**config.mk**
```make
export PLATFORM = sky130hd
export DESIGN_NAME = apm_read_seq
export DESIGN_NICKNAME = d
export VERILOG_FILES = /design/src/rtl/apm_pkg.sv /design/src/rtl/apm_page_tracker.sv /design/src/rtl/apm_pulse_pick.sv /design/src/rtl/apm_read_seq.sv
export SDC_FILE = /design/constraint.sdc
export NUM_CORES = 1
export LEC_CHECK = 0
export BUFFER_PORTS_ARGS = -buffer_cell sky130_fd_sc_hd__buf_2
export CORE_MARGIN = 2
export CORE_UTILIZATION = 56
export CTS_CLUSTER_DIAMETER = 120
export DETAILED_ROUTE_END_ITERATION = 7
export PLACE_DENSITY = 0.86
export SYNTH_ARGS = -nofsm -noshare
export SYNTH_HDL_FRONTEND = slang
export SYNTH_SLANG_ARGS = --single-unit
```
**constraint.sdc**
```tcl
create_clock -name clk -period 5.9 [get_ports clk]
set_clock_uncertainty 0.2 [all_clocks]
set_input_delay 0.295 -clock clk [delete_from_list [all_inputs] [get_ports clk]]
set_output_delay 0.295 -clock clk [all_outputs]
set_load 0.02 [all_outputs]
```
**src/rtl/apm_pkg.sv**
```systemverilog
package apm_pkg;
    timeunit 1ns;
    timeprecision 1ps;

    typedef enum logic [1:0] {
        ST_IDLE  = 2'd0,
        ST_PULSE = 2'd1,
        ST_GAP   = 2'd2
    } apm_state_e;

    // log2 of the memory word size in bytes for a width code
    function automatic logic [1:0] width_log2(input logic [1:0] width_sel);
        case (width_sel)
            2'd0:    return 2'd0;
            2'd1:    return 2'd1;
            default: return 2'd2;
        endcase
    endfunction

    // low two address bits kept after alignment to the word size
    function automatic logic [1:0] align_keep(input logic [1:0] width_sel);
        case (width_sel)
            2'd0:    return 2'b11;
            2'd1:    return 2'b10;
            default: return 2'b00;
        endcase
    endfunction
endpackage

```
**src/rtl/apm_page_tracker.sv**
```systemverilog
module apm_page_tracker #(
    parameter int ADDR_W = 26
) (
    input  logic [ADDR_W-1:0] cur_addr,
    input  logic [1:0]        width_sel,
    input  logic [1:0]        page_sel,
    input  logic              page_en,
    output logic [ADDR_W-1:0] next_addr,
    output logic              same_page
);
    timeunit 1ns;
    timeprecision 1ps;

    localparam int N_SIZES = 4;

    logic [ADDR_W-1:0]  step;
    logic [N_SIZES-1:0] match_by_size;

    assign step      = ADDR_W'(1) << apm_pkg::width_log2(width_sel);
    assign next_addr = cur_addr + step;

    // one page-number comparator per page size; size g covers 2^(g+2) bytes
    for (genvar g = 0; g < N_SIZES; g++) begin : g_size
        assign match_by_size[g] = (next_addr[ADDR_W-1:g+2] == cur_addr[ADDR_W-1:g+2]);
    end

    assign same_page = page_en && match_by_size[page_sel];
endmodule

```
**src/rtl/apm_pulse_pick.sv**
```systemverilog
module apm_pulse_pick #(
    parameter int PULSE_W = 6
) (
    input  logic [PULSE_W-1:0] first_len,
    input  logic [PULSE_W-1:0] short_len,
    input  logic               use_short,
    output logic [PULSE_W-1:0] len
);
    timeunit 1ns;
    timeprecision 1ps;

    logic [PULSE_W-1:0] raw;

    assign raw = use_short ? short_len : first_len;
    // a zero length still takes one cycle
    assign len = (raw == '0) ? PULSE_W'(1) : raw;
endmodule

```
**src/rtl/apm_read_seq.sv**
```systemverilog
module apm_read_seq #(
    parameter int ADDR_W  = 26,
    parameter int DATA_W  = 32,
    parameter int LEN_W   = 5,
    parameter int PULSE_W = 6
) (
    input  logic               clk,
    input  logic               rst_n,
    input  logic               req_valid,
    output logic               req_ready,
    input  logic [ADDR_W-1:0]  req_addr,
    input  logic [LEN_W-1:0]   req_last_idx,
    input  logic               cfg_page_en,
    input  logic [1:0]         cfg_page_sel,
    input  logic [1:0]         cfg_width_sel,
    input  logic [PULSE_W-1:0] cfg_first_pulse,
    input  logic [PULSE_W-1:0] cfg_inpage_pulse,
    output logic [ADDR_W-1:0]  mem_addr,
    output logic               mem_cs_n,
    output logic               mem_rd_n,
    input  logic [DATA_W-1:0]  mem_data,
    output logic [DATA_W-1:0]  rd_data,
    output logic               rd_valid,
    output logic               rd_done
);
    timeunit 1ns;
    timeprecision 1ps;

    import apm_pkg::*;

    typedef struct packed {
        apm_state_e         st;
        logic [ADDR_W-1:0]  addr;
        logic [LEN_W-1:0]   left;
        logic [PULSE_W-1:0] cnt;
        logic               page_en;
        logic [1:0]         page_sel;
        logic [1:0]         width_sel;
        logic [PULSE_W-1:0] first_len;
        logic [PULSE_W-1:0] short_len;
        logic               strobe_n;
        logic [DATA_W-1:0]  data;
        logic               valid;
        logic               done;
    } regs_t;

    regs_t r_q, r_d;

    logic [ADDR_W-1:0]  next_addr;
    logic               same_page;
    logic [PULSE_W-1:0] start_len;
    logic [PULSE_W-1:0] beat_len;
    logic [ADDR_W-1:0]  aligned_req;

    // page compare for the beat after the current one
    apm_page_tracker #(.ADDR_W(ADDR_W)) u_track (
        .cur_addr  (r_q.addr),
        .width_sel (r_q.width_sel),
        .page_sel  (r_q.page_sel),
        .page_en   (r_q.page_en),
        .next_addr (next_addr),
        .same_page (same_page)
    );

    // first beat of a burst: always the long pulse, from live config
    apm_pulse_pick #(.PULSE_W(PULSE_W)) u_pick_start (
        .first_len (cfg_first_pulse),
        .short_len (cfg_inpage_pulse),
        .use_short (1'b0),
        .len       (start_len)
    );

    // following beats: latched config, short only inside the open page
    apm_pulse_pick #(.PULSE_W(PULSE_W)) u_pick_beat (
        .first_len (r_q.first_len),
        .short_len (r_q.short_len),
        .use_short (same_page),
        .len       (beat_len)
    );

    assign aligned_req = req_addr & {{(ADDR_W-2){1'b1}}, align_keep(cfg_width_sel)};

    always_comb begin
        r_d       = r_q;
        r_d.valid = 1'b0;
        r_d.done  = 1'b0;
        case (r_q.st)
            ST_IDLE: begin
                if (req_valid) begin
                    r_d.st        = ST_PULSE;
                    r_d.addr      = aligned_req;
                    r_d.left      = req_last_idx;
                    r_d.cnt       = start_len;
                    r_d.page_en   = cfg_page_en;
                    r_d.page_sel  = cfg_page_sel;
                    r_d.width_sel = cfg_width_sel;
                    r_d.first_len = cfg_first_pulse;
                    r_d.short_len = cfg_inpage_pulse;
                    r_d.strobe_n  = 1'b0;
                end
            end
            ST_PULSE: begin
                if (r_q.cnt <= PULSE_W'(1)) begin
                    r_d.data  = mem_data;
                    r_d.valid = 1'b1;
                    if (r_q.left == '0) begin
                        r_d.st       = ST_IDLE;
                        r_d.strobe_n = 1'b1;
                        r_d.done     = 1'b1;
                    end else begin
                        r_d.left = r_q.left - LEN_W'(1);
                        r_d.addr = next_addr;
                        r_d.cnt  = beat_len;
                        if (r_q.page_en) begin
                            r_d.st = ST_PULSE;
                        end else begin
                            r_d.st       = ST_GAP;
                            r_d.strobe_n = 1'b1;
                        end
                    end
                end else begin
                    r_d.cnt = r_q.cnt - PULSE_W'(1);
                end
            end
            ST_GAP: begin
                r_d.st       = ST_PULSE;
                r_d.strobe_n = 1'b0;
            end
            default: begin
                r_d.st       = ST_IDLE;
                r_d.strobe_n = 1'b1;
            end
        endcase
    end

    always_ff @(posedge clk) begin
        if (!rst_n) begin
            r_q          <= '0;
            r_q.strobe_n <= 1'b1;
        end else begin
            r_q <= r_d;
        end
    end

    assign req_ready = (r_q.st == ST_IDLE);
    assign mem_addr  = r_q.addr;
    assign mem_cs_n  = r_q.strobe_n;
    assign mem_rd_n  = r_q.strobe_n;
    assign rd_data   = r_q.data;
    assign rd_valid  = r_q.valid;
    assign rd_done   = r_q.done;
endmodule

```
; Word-level counts from Yosys, hierarchy flattened
; Index checks and enable logic that the tools add are counted.
; Widths: inputs -> output; s select.
[totals]
ff_bits = 91
latch_bits = 0
ram_bits = 0
romBits = 0
inputBits = 83
output_inout_bits = 63
wordCells = 69
mem_count = 0
[classes]
addsub = 3
multipliers = 0
div_mod_pow = 0
n_lt_le_gt_ge = 2
n_eq_ne = 13
shifts = 1
mux = 20
bitwise = 1
n_reduce_logical = 16
[ops]
columns = operator, count
row1 = $pmux 37 s2, 1
row2 = $mux 57, 1
row3 = $mux 37, 1
row4 = $mux 35, 1
row5 = $mux 33, 1
row6 = $add 26x26->26, 1
row7 = $and 26x26->26, 1
row8 = $shl 1x2->26 const A, 1
row9 = $eq 24x24->1, 1
row10 = $mux 6, 4
row11 = $eq 23x23->1, 1
row12 = $eq 22x22->1, 1
row13 = $eq 21x21->1, 1
row14 = $logic_not 6->1, 2
row15 = $reduce_and 3->1, 3
row16 = $pmux 2 s2, 2
row17 = $reduce_and 2->1, 4
row18 = $eq 2x1->1 const B, 3
row19 = $le 6x1->1 const B, 1
row20 = $logic_not 2->1, 3
row21 = $ne 2x2->1 const B, 3
row22 = $ne 3x3->1 const B, 2
row23 = $pmux 2 s3, 1
row24 = $sub 6x1->6 const B, 1
row25 = other kinds (11), 15

; Logic depth before layout (Yosys ltp)
; Gate-level depths: netlist of the first run.
[depth]
ltp_word = 14
mapped_depth = 11

; By module
; Synthesis of the first run repeated with hierarchy kept, for this count alone.
[hier_totals]
cells_unflattened = 691
area_unflattened_um2 = 5686.7
[modules_own_cells]
columns = mod, instances, cells_per_inst, area_each_um2, seq_area_each_um2
row1 = apm_read_seq, 1, 556, 4678.2, 1821.7
row2 = apm_page_tracker, 1, 111, 780.7, 0.0
row3 = apm_pulse_pick, 2, 12, 113.9, 0.0

; Worst setup path after synthesis of the first run
; Ideal clock, no wire load.
[synth_timing]
path_type = register -> register
from = reg r_q[48] (netlist name)
to = reg r_q[53] (netlist name)
t_arrival_ns = 2.749
setup_slack_ns = 2.889
path_stages_with_launch = 11
period_less_slack_ns = 3.011
path_cell_list = dfxtp_1 > nand2b_1 > inv_1 > ha_1 > a211oi_2 > nor2_1 > xor2_1 > mux2_1 > o32a_1 > or4_1 > nand3_1
[synth_via]
elab_chain_len = 14
word_cells_on_any_way = 18
cone_classes = 1 x add/sub / 5 x eq/ne / 1 x shift / 8 x mux / 3 x reduce/logical
[synth_lines]
columns = item, line
row1 = "start, declared", apm_read_seq.sv:47  ; regs_t r_q, r_d;
row2 = "start signal, assigned", apm_read_seq.sv:141  ; r_q <= r_d;
row3 = $eq 2x1->1 or $logic_not 2->1 (tied branches), apm_pkg.sv:13  ; case (width_sel)
row4 = $pmux 2 s2 (*), apm_pkg.sv:13
row5 = $shl 1x2->26 (*), apm_page_tracker.sv:19  ; assign step = ADDR_W'(1) << apm_pkg::width_log2(width_sel);
row6 = $add 26x26->26 (*), apm_page_tracker.sv:20  ; assign next_addr = cur_addr + step;
row7 = $eq 24x24->1 (tied with other cells), apm_page_tracker.sv:24  ; assign match_by_size[g] = (next_addr[ADDR_W-1:g+2] == cur_addr[ADDR_W-1:g+2]);
row8 = $bmux 1 s2 (*), apm_page_tracker.sv:27  ; assign same_page = page_en && match_by_size[page_sel];
row9 = $mux 1 (not written as such) (*), apm_page_tracker.sv:27
row10 = $logic_and 1x1->1 (*), apm_page_tracker.sv:27
row11 = $mux 6 (*), apm_pulse_pick.sv:14  ; assign raw = use_short ? short_len : first_len;
row12 = $logic_not 6->1, apm_pulse_pick.sv:16  ; assign len = (raw == '0) ? PULSE_W'(1) : raw;
row13 = $mux 6 (*), apm_pulse_pick.sv:16
row14 = $mux 37 (*), apm_read_seq.sv:106  ; if (r_q.left == '0) begin
row15 = $mux 6 (*), apm_read_seq.sv:103  ; if (r_q.cnt <= PULSE_W'(1)) begin
row16 = $pmux 37 s2 (*), apm_read_seq.sv:87  ; case (r_q.st)
; Mark *: on every way between the ends. The rest lies on a longest branch, timed or not. The select of a mux whose other input is x is not followed.
; A chain may end at the register's enable or synchronous reset.

; Worst setup path after layout of the first run
[layout_timing]
from = reg r_q[90] (netlist name)
to = reg r_q, in the netlist mem_addr[25]
[layout_via]
elab_chain_len = 3
word_cells_on_any_way = 8
cone_classes = 4 x eq/ne / 1 x mux / 3 x reduce/logical
[layout_lines]
columns = item, line
row1 = $eq 2x1->1 or $logic_not 2->1 (tied branches), apm_read_seq.sv:87
row2 = $ne 2x2->1 (no source line) or $reduce_bool 2->1 (tied branches), n/a
row3 = $reduce_and 4->1 (no source line), n/a
; Parallel ways exist; a longest one is shown, timed or not.

==> results of run 1 <==
worst min path at each step:
| stage | start | to | slack [ns] | cells after the start |
|---|---|---|---|---|
| 2_1_floorplan | cfg_inpage_pulse[0] | r_q[35] | 0.23 | 2 |
| 3_3_place_gp | rd_data[7] | rd_data[7] | 0.24 | 2 |
| 3_5_place_dp | rd_data[28] | rd_data[28] | 0.24 | 2 |
| 4_1_cts | cfg_page_en | r_q[51] | 0.0008 | 3 |
| 5_1_grt | cfg_first_pulse[4] | r_q[45] | 0.006 | 3 |
| 6_report | cfg_page_en | r_q[51] | 0.006 | 3 |
cell families (layout without fill, tap and decap cells):
| kind of cell | count (synthesis) | count (layout) | share of synthesized area (%) |
|---|---|---|---|
| compound gates | 158 | 158 | 19.9 |
| xor+xnor | 13 | 13 | 2.33 |
| fa+ha+maj | 8 | 8 | 2.20 |
| buf+inv | 111 | 235 | 13.2 |
| flops | 91 | 91 | 37.3 |
| mux | 2 | 2 | 0.461 |
| other cells | 1 | 1 | 0.0768 |
| simple gates | 265 | 265 | 24.5 |
cells in the final DEF (no fill, tap or decap), types with 5 or more instances in the layout:
| cell | Yosys | layout |
|---|---|---|
| buf_2 | 3 | 145 |
| nand2_1 | 136 | 136 |
| dfxtp_1 | 91 | 91 |
| a21oi_1 | 78 | 78 |
| dlygate4sd3_1 | 0 | 56 |
| nor2_1 | 47 | 47 |
| nor3_1 | 17 | 17 |
| o21ai_0 | 16 | 16 |
| inv_1 | 13 | 13 |
| nand3_1 | 13 | 13 |
| clkbuf_8 | 0 | 10 |
| and3_1 | 9 | 9 |
| and2_1 | 8 | 8 |
| a211oi_1 | 8 | 8 |
| o21ai_1 | 8 | 8 |
| xnor2_1 | 8 | 8 |
| nand4_1 | 7 | 7 |
| ha_1 | 7 | 7 |
| a22oi_1 | 6 | 6 |
| nand2b_1 | 5 | 5 |
| or4_1 | 5 | 5 |
| xor2_1 | 5 | 5 |
| a221oi_1 | 5 | 5 |
| o211ai_1 | 5 | 5 |
| buf_4 | 60 | 5 |
report_power, final:
group | internal [mW] | total (mW) | switching (mW) | leakage, nW
sequential | 0.698 | 0.776 | 0.0783 | 0.745
clock | 0.251 | 0.476 | 0.225 | 0.109
combinational | 0.264 | 0.696 | 0.432 | 1.67
layer usage:
layer | global-route usage [%] | vias up | part of all wire, % | routed length (um)
met5 | 0 | - | 0 | 0
met4 | 14.6 | 0 | 3.7 | 502
met3 | 4.39 | 54 | 7.4 | 1010
met2 | 47.4 | 272 | 49 | 6680
met1 | 35.2 | 2312 | 40 | 5420
li1 | - | 2419 | - | -
stage by stage:
| step | util (%) | cell area [sq um] | hold slack (ns) | setup WS, ns |
|---|---|---|---|---|
| global route | 69.5 | 5980 | 0.00587 | 1.77 |
| floorplan | - | 4880 | 0.231 | 2.89 |
| CTS | 69.5 | 5980 | 0.000769 | 2.04 |
| detailed placement | 60.4 | 5190 | 0.243 | 2.10 |
| finish | 69.5 | 5980 | 0.00589 | 2.03 |
| global placement | 60.4 | 5190 | 0.240 | 2.18 |
cell usage after synthesis (5+ instances only):
library cell	instances
dfxtp_1	91
clkbuf_1	34
and3_1	9
ha_1	7
inv_1	13
a22oi_1	6
and2_1	8
buf_4	60
xor2_1	5
a21oi_1	78
nand2b_1	5
o21ai_0	16
a221oi_1	5
nor2_1	47
o211ai_1	5
nand3_1	13
nor3_1	17
a211oi_1	8
or4_1	5
o21ai_1	8
nand4_1	7
nand2_1	136
xnor2_1	8
what timing repair did:
item,CTS,global route
hold buffers,56,0
endpoints found under the hold margin,56,0
setup buffers,0,0
setup endpoints to repair,0,0
critical path: cells and delay by family, from the launching register on:
family | cells | cell delay (ns)
buffers and inverters | 1 | 0.27
AO/OA/AOI/OAI | 2 | 0.43
flip-flops | 1 | 0.36
AND/OR/NAND/NOR | 5 | 2.53
layout make-up:
class | count | share of cell area (%)
flip-flops and latches | 91 | 30.5
clock inverters | 5 | 1.42
inverters | 14 | 0.879
well taps | 108 | 2.26
multi-input cells | 447 | 40.5
repair buffers | 206 | 22.2
clock buffers | 10 | 2.30
sequential cells by signal, indices dropped and copies added (netlist names):
signal and flops:
rd_data 32, r_q 30, rd_done 1, rd_valid 1, mem_cs_n 1, mem_addr 26
==> results.json, run 1 <==
{
  "drt_iter0_drc": 393,
  "io_pins": 146,
  "hold_viol_final": 0,
  "clock_latency_ns": 0.36,
  "grt_pass1_wl_mm": 22.3,
  "die-area_sq_mm": 0.00948,
  "synthArstFlopShare_pct": 0,
  "peakVddDrop_mv": 0.164,
  "min_path_type": "input pin to flop",
  "r2r_slack_ns": 2.03,
  "crit_type": "flop to flop",
  "grt_usage_pct": 28.3,
  "finalSetupViolCount": 0,
  "dp_cells": 810,
  "synth.area.top_cells": "dfxtp_1 (37%), nand2_1 (10%), buf_4 (9.2%)",
  "cts-root-buf": "clkbuf_8",
  "rsz0062_at_grt": "false",
  "slew_headroom_pct": 20.8,
  "worstSetupStartpoint": "r_q[90]",
  "period_minus_slack_ns": 3.87,
  "start_util_pct": 56.8,
  "clock.fmax_mhz": 259,
  "rows": 34,
  "routedWlPerCell_um": 15.5,
  "htree_num_levels": 3,
  "via_count": 5057,
  "ctsResizeCount": 0,
  "die_h_um": 97.4,
  "start_kind": "flop",
  "grt_pass1_vias": 4821,
  "cp_cell_sequence": "nand2b_1 > or4_1 > a21oi_2 > buf_4 > and3_1 > nand4_1 > or3_1 > a31oi_1",
  "avgSynthCellArea_sq_um": 7.52,
  "cts_tree": "done",
  "worst_pin_slew_ns": 1.19,
  "synth_seq_cells": 91,
  "status": "finished, final reports clean",
  "seq_area_sq_mm": 0.00182,
  "slowest_stage": "or4_1",
  "synth_edf_count": 0,
  "antenna_left": 0,
  "slowest_delay_ns": 1.18,
  "yosys_warnings": 0,
  "gp_congestion": 1.00,
  "syn_inst": 649,
  "cp.arrival_ns": 3.96,
  "wl_mm": 13.6,
  "viasPerCell": 5.74,
  "r2r_cells": 8,
  "power_density_mw_per_mm2": 326,
  "max_cap_viol_count": 0,
  "timing.rr.start": "r_q[90]",
  "cts.sinks": 91,
  "drv_slew": 0,
  "nNetsFinal": 860,
  "yosysTopAreaCell": "dfxtp_1",
  "endpoint": "mem_addr[25]",
  "ys_types": 56,
  "clk_pin_slew_ns": 0.09,
  "antenna_found_initial": 0,
  "cts_buffers": 9,
  "synth-seq-area-share_pct": 37.3,
  "drive_above_1_share_pct": 22.3,
  "timing.rr.end": "mem_addr[25]",
  "fp.dieW_um": 97.4,
  "ys.flop_type": "dfxtp_1",
  "leakage_nw": 2.53,
  "grt_max_degree": 61,
  "antenna_cells": 0,
  "syn_to_final_growth_pct": 22.4,
  "fin_crit_sh_pct": 65.6,
  "crit_path_end_kind": "flop",
  "drt_pass1_iterations": 5,
  "p_total_mw": 1.95,
  "cts_buffer_depth": 2,
  "synth_fp_nets": 740,
  "io_buffers": 145,
  "multiInputGateArea_sq_mm": 0.00242,
  "drcViolationCount": 0,
  "synth_top_area_share_pct": 37.3,
  "coreArea_sq_mm": 0.00859,
  "worstPathRequired_ns": 6.00,
  "dp_hpwl_mm": 8.98,
  "finalNonFillerCells": 881,
  "fillers": 696,
  "gr-total-overflow": 0,
  "tns_ns": 0,
  "cp_max_fo": 33,
  "synth_area_sq_mm": 0.00488
}
No activity file was read; power rests on OpenSTA's default activity.
==> run 2, diff against run 1 <==
CORE_UTILIZATION = 52   (was 56)
PLACE_DENSITY = 0.8   (was 0.86)
clock period = 3.6 ns   (was 5.9 ns; I/O delays follow)
==> run 2 against run 1 <==
- sequential power up 64%
- die area rose by 7.4%
- global-route usage is 0.80 points lower
- worst hold slack improved by 0.025 ns
- highest routed layer unchanged
- flip-flop and latch count did not move
- sequential share of layout area decreased by 1.2 points
- worst setup slack got worse by 1.7 ns
- cell area grew 4.0%
- cell count rose by 3.5%
==> results.json, run 2 (synthesis results as in run 1) <==
{
  "fillers": 775,
  "coreArea_sq_mm": 0.00915,
  "finalNonFillerCells": 912,
  "drt_pass1_iterations": 5,
  "drive_above_1_share_pct": 21.8,
  "antenna_left": 0,
  "clock_latency_ns": 0.35,
  "crit_type": "flop to flop",
  "cp.arrival_ns": 3.35,
  "drv_slew": 0,
  "drt_iter0_drc": 361,
  "peakVddDrop_mv": 0.250,
  "max_cap_viol_count": 0,
  "leakage_nw": 2.63,
  "grt_max_degree": 57,
  "start_util_pct": 53.3,
  "holdCritStartpoint": "req_valid",
  "power_density_mw_per_mm2": 504,
  "clk_pin_slew_ns": 0.08,
  "cp_max_fo": 7,
  "status": "finished, final reports clean",
  "cts_buffers": 9,
  "layout_common_cells": "buf_2 (145), nand2_1 (136), dfxtp_1 (91), dlygate4sd3_1 (80), a21oi_1 (78)",
  "finalSetupViolCount": 0,
  "gp_congestion": 0.948,
  "tns_ns": 0,
  "timing.hold.ws_ns": 0.0306,
  "cts-root-buf": "clkbuf_8",
  "routedWlPerCell_um": 15.3,
  "fp.dieW_um": 101,
  "multiInputGateArea_sq_mm": 0.00242,
  "final_core_util_pct": 67.9,
  "nNetsFinal": 887,
  "largest_register_ffs": 32,
  "die-area_sq_mm": 0.0102,
  "wl_mm": 14.0,
  "io_buffers": 145,
  "layout_commonest_cell": "buf_2",
  "min_path_type": "input pin to flop",
  "seq_area_sq_mm": 0.00182,
  "timing.rr.start": "r_q[48]",
  "viasPerCell": 5.58,
  "cts_buffer_depth": 2,
  "cts_tree": "done",
  "ctsResizeCount": 0,
  "rows": 35,
  "drcViolationCount": 0,
  "endpoint": "r_q[53]",
  "syn_to_final_growth_pct": 27.3,
  "rsz0062_at_grt": "false",
  "crit_path_end_kind": "flop",
  "fin_crit_sh_pct": 90.4,
  "clock.fmax_mhz": 307,
  "r2r_cells": 10,
  "start_kind": "flop",
  "worst_pin_slew_ns": 0.947,
  "grt_pass1_wl_mm": 22.6,
  "grt_pass1_vias": 4830,
  "die_h_um": 101,
  "timing.rr.end": "r_q[53]",
  "slew_headroom_pct": 36.8,
  "io_pins": 146,
  "gr-total-overflow": 0,
  "antenna_found_initial": 0,
  "hold_viol_final": 0,
  "period_minus_slack_ns": 3.26,
  "worstPathRequired_ns": 3.69,
  "cts_setup_buffers": 0,
  "worstSetupStartpoint": "r_q[48]",
  "htree_num_levels": 3,
  "dp_cells": 816,
  "r2r_slack_ns": 0.34,
  "via_count": 5091,
  "cts.sinks": 91,
  "grt_usage_pct": 27.5,
  "dp_hpwl_mm": 9.10,
  "antenna_cells": 0
}
[run 2: cell count changes in the layout (fill, tap and decap cells not counted), sizes merged]
| cell | previous run | this run |
|---|---|---|
| dlygate4sd3 | 56 | 80 |
| inv | 16 | 15 |
| clkinv | 0 | 3 |
| buf | 150 | 153 |
| bufinv | 2 | 1 |
[run 2: layout make-up]
class                      count  share of cell area (%)
tap                          111                    2.24
sequential                    91                    29.3
multi-input combinational    447                    39.0
clock inverter                 6                    1.05
clock buffer                  10                    2.05
timing repair buffer         233                    25.5
inverter                      14                   0.846
[run 2: what timing repair did]
item	4_1_cts	5_1_grt
endpoints found under the hold margin	80	0
endpoints found under the setup margin	0	0
hold buffers	80	0
[run 2: how the worst min path moves through the flow]
stage,end,slack (ns),depth (start not counted)
detailed placement,rd_data[5],0.22,3
global placement,rd_data[1],0.22,3
CTS,mem_addr[2],0.02,3
global route,mem_addr[3],0.02,3
finish,mem_addr[3],0.03,3
floorplan,r_q[35],0.12,2
[run 2: per-layer routing]
layer	global-route usage, %	routed length (um)	up-vias
met5	0	0	-
met4	13.0	523	0
met3	3.81	845	47
met2	47.6	6920	223
met1	33.6	5660	2350
li1	-	-	2471
[run 2: worst max-delay path, stage by stage (launching register included)]
cell and delay (ns):
dfxtp_1 0.38, nand2b_1 0.17, inv_1 0.05, ha_1 0.28, a211oi_2 0.36, nor2_1 0.14, xor2_1 0.21, mux2_1 0.36
o32a_1 0.44, or4_1 0.52, nand3_1 0.08
[run 2: report_power, final]
part | internal (mW) | switching, mW | leakage (nW) | total (mW)
combinational | 0.460 | 0.718 | 1.79 | 1.18
sequential | 1.14 | 0.126 | 0.745 | 1.27
clock | 0.323 | 0.362 | 0.0966 | 0.684
total | 1.93 | 1.21 | 2.63 | 3.13
[run 2: metrics by stage]
| step | setup WS [ns] | instance area, sq um | total power [mW] |
|---|---|---|---|
| after floorplan | 0.589 | 4880 | 2.16 |
| after global placement | 0.465 | 5220 | 2.34 |
| after detailed placement | 0.388 | 5220 | 2.38 |
| after CTS | 0.349 | 6210 | 3.13 |
| after global routing | 0.110 | 6210 | 3.34 |
| final | 0.344 | 6210 | 3.13 |
==> run 3, diff against run 2 <==
HOLD_SLACK_MARGIN = 0.12   (was not set)
==> run 3 against run 2 <==
- global-route usage grew 0.49 points
- count of clock-buffer cells in the layout did not move
- combinational power about the same
- flip-flop and latch count stayed put
- clock power is essentially flat
- utilization rose by 0.66 points
- fmax shrank 1.1%
- worst setup slack lost 0.035 ns
- register-to-register slack got worse by 0.04 ns
- critical endpoint unchanged
- highest routed layer unchanged
==> results.json, run 3 (synthesis results as in run 1) <==
{
  "via_count": 5118,
  "antenna_left": 0,
  "grt.busiest_layer": "met2",
  "layout_setup_ws_ns": 0.309,
  "dp_slack_ns": 0.388,
  "drive_above_1_share_pct": 21.7,
  "finalNonFillerCells": 918,
  "gr-total-overflow": 0,
  "cts_tree": "done",
  "gp_congestion": 0.948,
  "clock_latency_ns": 0.35,
  "crit_type": "flop to flop",
  "cts_setup_buffers": 0,
  "antenna_found_initial": 0,
  "grt_max_degree": 57,
  "layout_common_cells": "buf_2 (145), nand2_1 (136), dfxtp_1 (91), dlygate4sd3_1 (86), a21oi_1 (78)",
  "grt_pass1_vias": 4900,
  "tns_ns": 0,
  "start_util_pct": 53.3,
  "layout_commonest_cell": "buf_2",
  "crit_path_end_kind": "flop",
  "cts_buffers": 9,
  "largest_register_ffs": 32,
  "cp.arrival_ns": 3.38,
  "nNetsFinal": 893,
  "fp.dieW_um": 101,
  "peakVddDrop_mv": 0.249,
  "rows": 35,
  "drcViolationCount": 0,
  "grt_util_met1_pct": 33.9,
  "io_pins": 146,
  "max_cap_viol_count": 0,
  "worst_pin_slew_ns": 0.925,
  "grt_pass1_wl_mm": 23.0,
  "worstPathRequired_ns": 3.69,
  "finalSetupViolCount": 0,
  "antenna_cells": 0,
  "p_total_mw": 3.15,
  "wl_mm": 14.1,
  "fin_area_sq_mm": 0.00627,
  "die_h_um": 101,
  "status": "finished, final reports clean",
  "dp_hpwl_mm": 9.10,
  "syn_to_final_growth_pct": 28.5,
  "cts-root-buf": "clkbuf_8",
  "start_kind": "flop",
  "timing.hold.ws_ns": 0.152,
  "slew_headroom_pct": 38.3,
  "drt_pass1_iterations": 5,
  "dp_cells": 816,
  "min_path_type": "input pin to flop",
  "drt_iter0_drc": 398,
  "routedWlPerCell_um": 15.4,
  "final_core_util_pct": 68.5,
  "grt_usage_pct": 28.0,
  "power_density_mw_per_mm2": 502,
  "io_buffers": 145,
  "cts_buffer_depth": 2,
  "cts.sinks": 91,
  "coreArea_sq_mm": 0.00915,
  "leakage_nw": 2.65,
  "drv_slew": 0,
  "viasPerCell": 5.58,
  "period_minus_slack_ns": 3.29,
  "clk_pin_slew_ns": 0.09,
  "grtUsageMet3_pct": 4.30,
  "die-area_sq_mm": 0.0102,
  "htree_num_levels": 3,
  "hold_viol_final": 0,
  "ctsResizeCount": 0,
  "fin_crit_sh_pct": 91.4,
  "rsz0062_at_grt": "false",
  "clock.fmax_mhz": 304,
  "cp_max_fo": 7,
  "dpl-instance-area_sq_mm": 0.00522,
  "use_met2_pct": 48.0
}
-- run 3: cell types whose count changed in the layout (fill, tap and decap cells not counted), sizes merged --
| cell | before | now |
|---|---|---|
| dlygate4sd3 | 80 | 86 |
-- run 3: layout make-up --
type	instances	area (sq um)
clock buffers	10	128
clock inverters	6	65.1
fillers	761	2880
inverters	14	52.6
multi-input cells	447	2420
flip-flops and latches	91	1820
well taps	111	139
repair buffers	239	1650
-- run 3: repair_timing --
item / 4_1_cts / 5_1_grt
hold endpoints to repair: 86 / 0
hold buffers: 86 / 0
endpoints found under the setup margin: 0 / 0
-- run 3: worst max-delay path, cell delays in order (launching register included) --
cell	delay, ns
dfxtp_1	0.41
nand2b_1	0.18
inv_1	0.06
ha_1	0.29
a211oi_2	0.35
nor2_1	0.14
xor2_1	0.21
mux2_1	0.36
o32a_1	0.44
or4_1	0.52
nand3_1	0.09
-- run 3: path summary, 6_finish.rpt --
check	start	cells after the start	endpoint	slack (ns)
hold / removal	req_valid	3	r_q[89]	0.15
setup reg to reg	r_q[48]	10	r_q[53]	0.31
hold reg to reg	rd_data[21]	2	rd_data[21]	0.26
setup / recovery	r_q[48]	10	r_q[53]	0.31
-- run 3: per-layer routing --
layer / vias to the layer above / part of all wire, %
met5: - / 0
met4: 0 / 4.6
met3: 62 / 6.3
met2: 246 / 49
met1: 2329 / 40
li1: 2481 / -
-- run 3: power by group --
part / total [mW] / internal, mW / switching [mW]
sequential: 1.27 / 1.14 / 0.127
combinational: 1.19 / 0.467 / 0.721
clock: 0.686 / 0.323 / 0.364
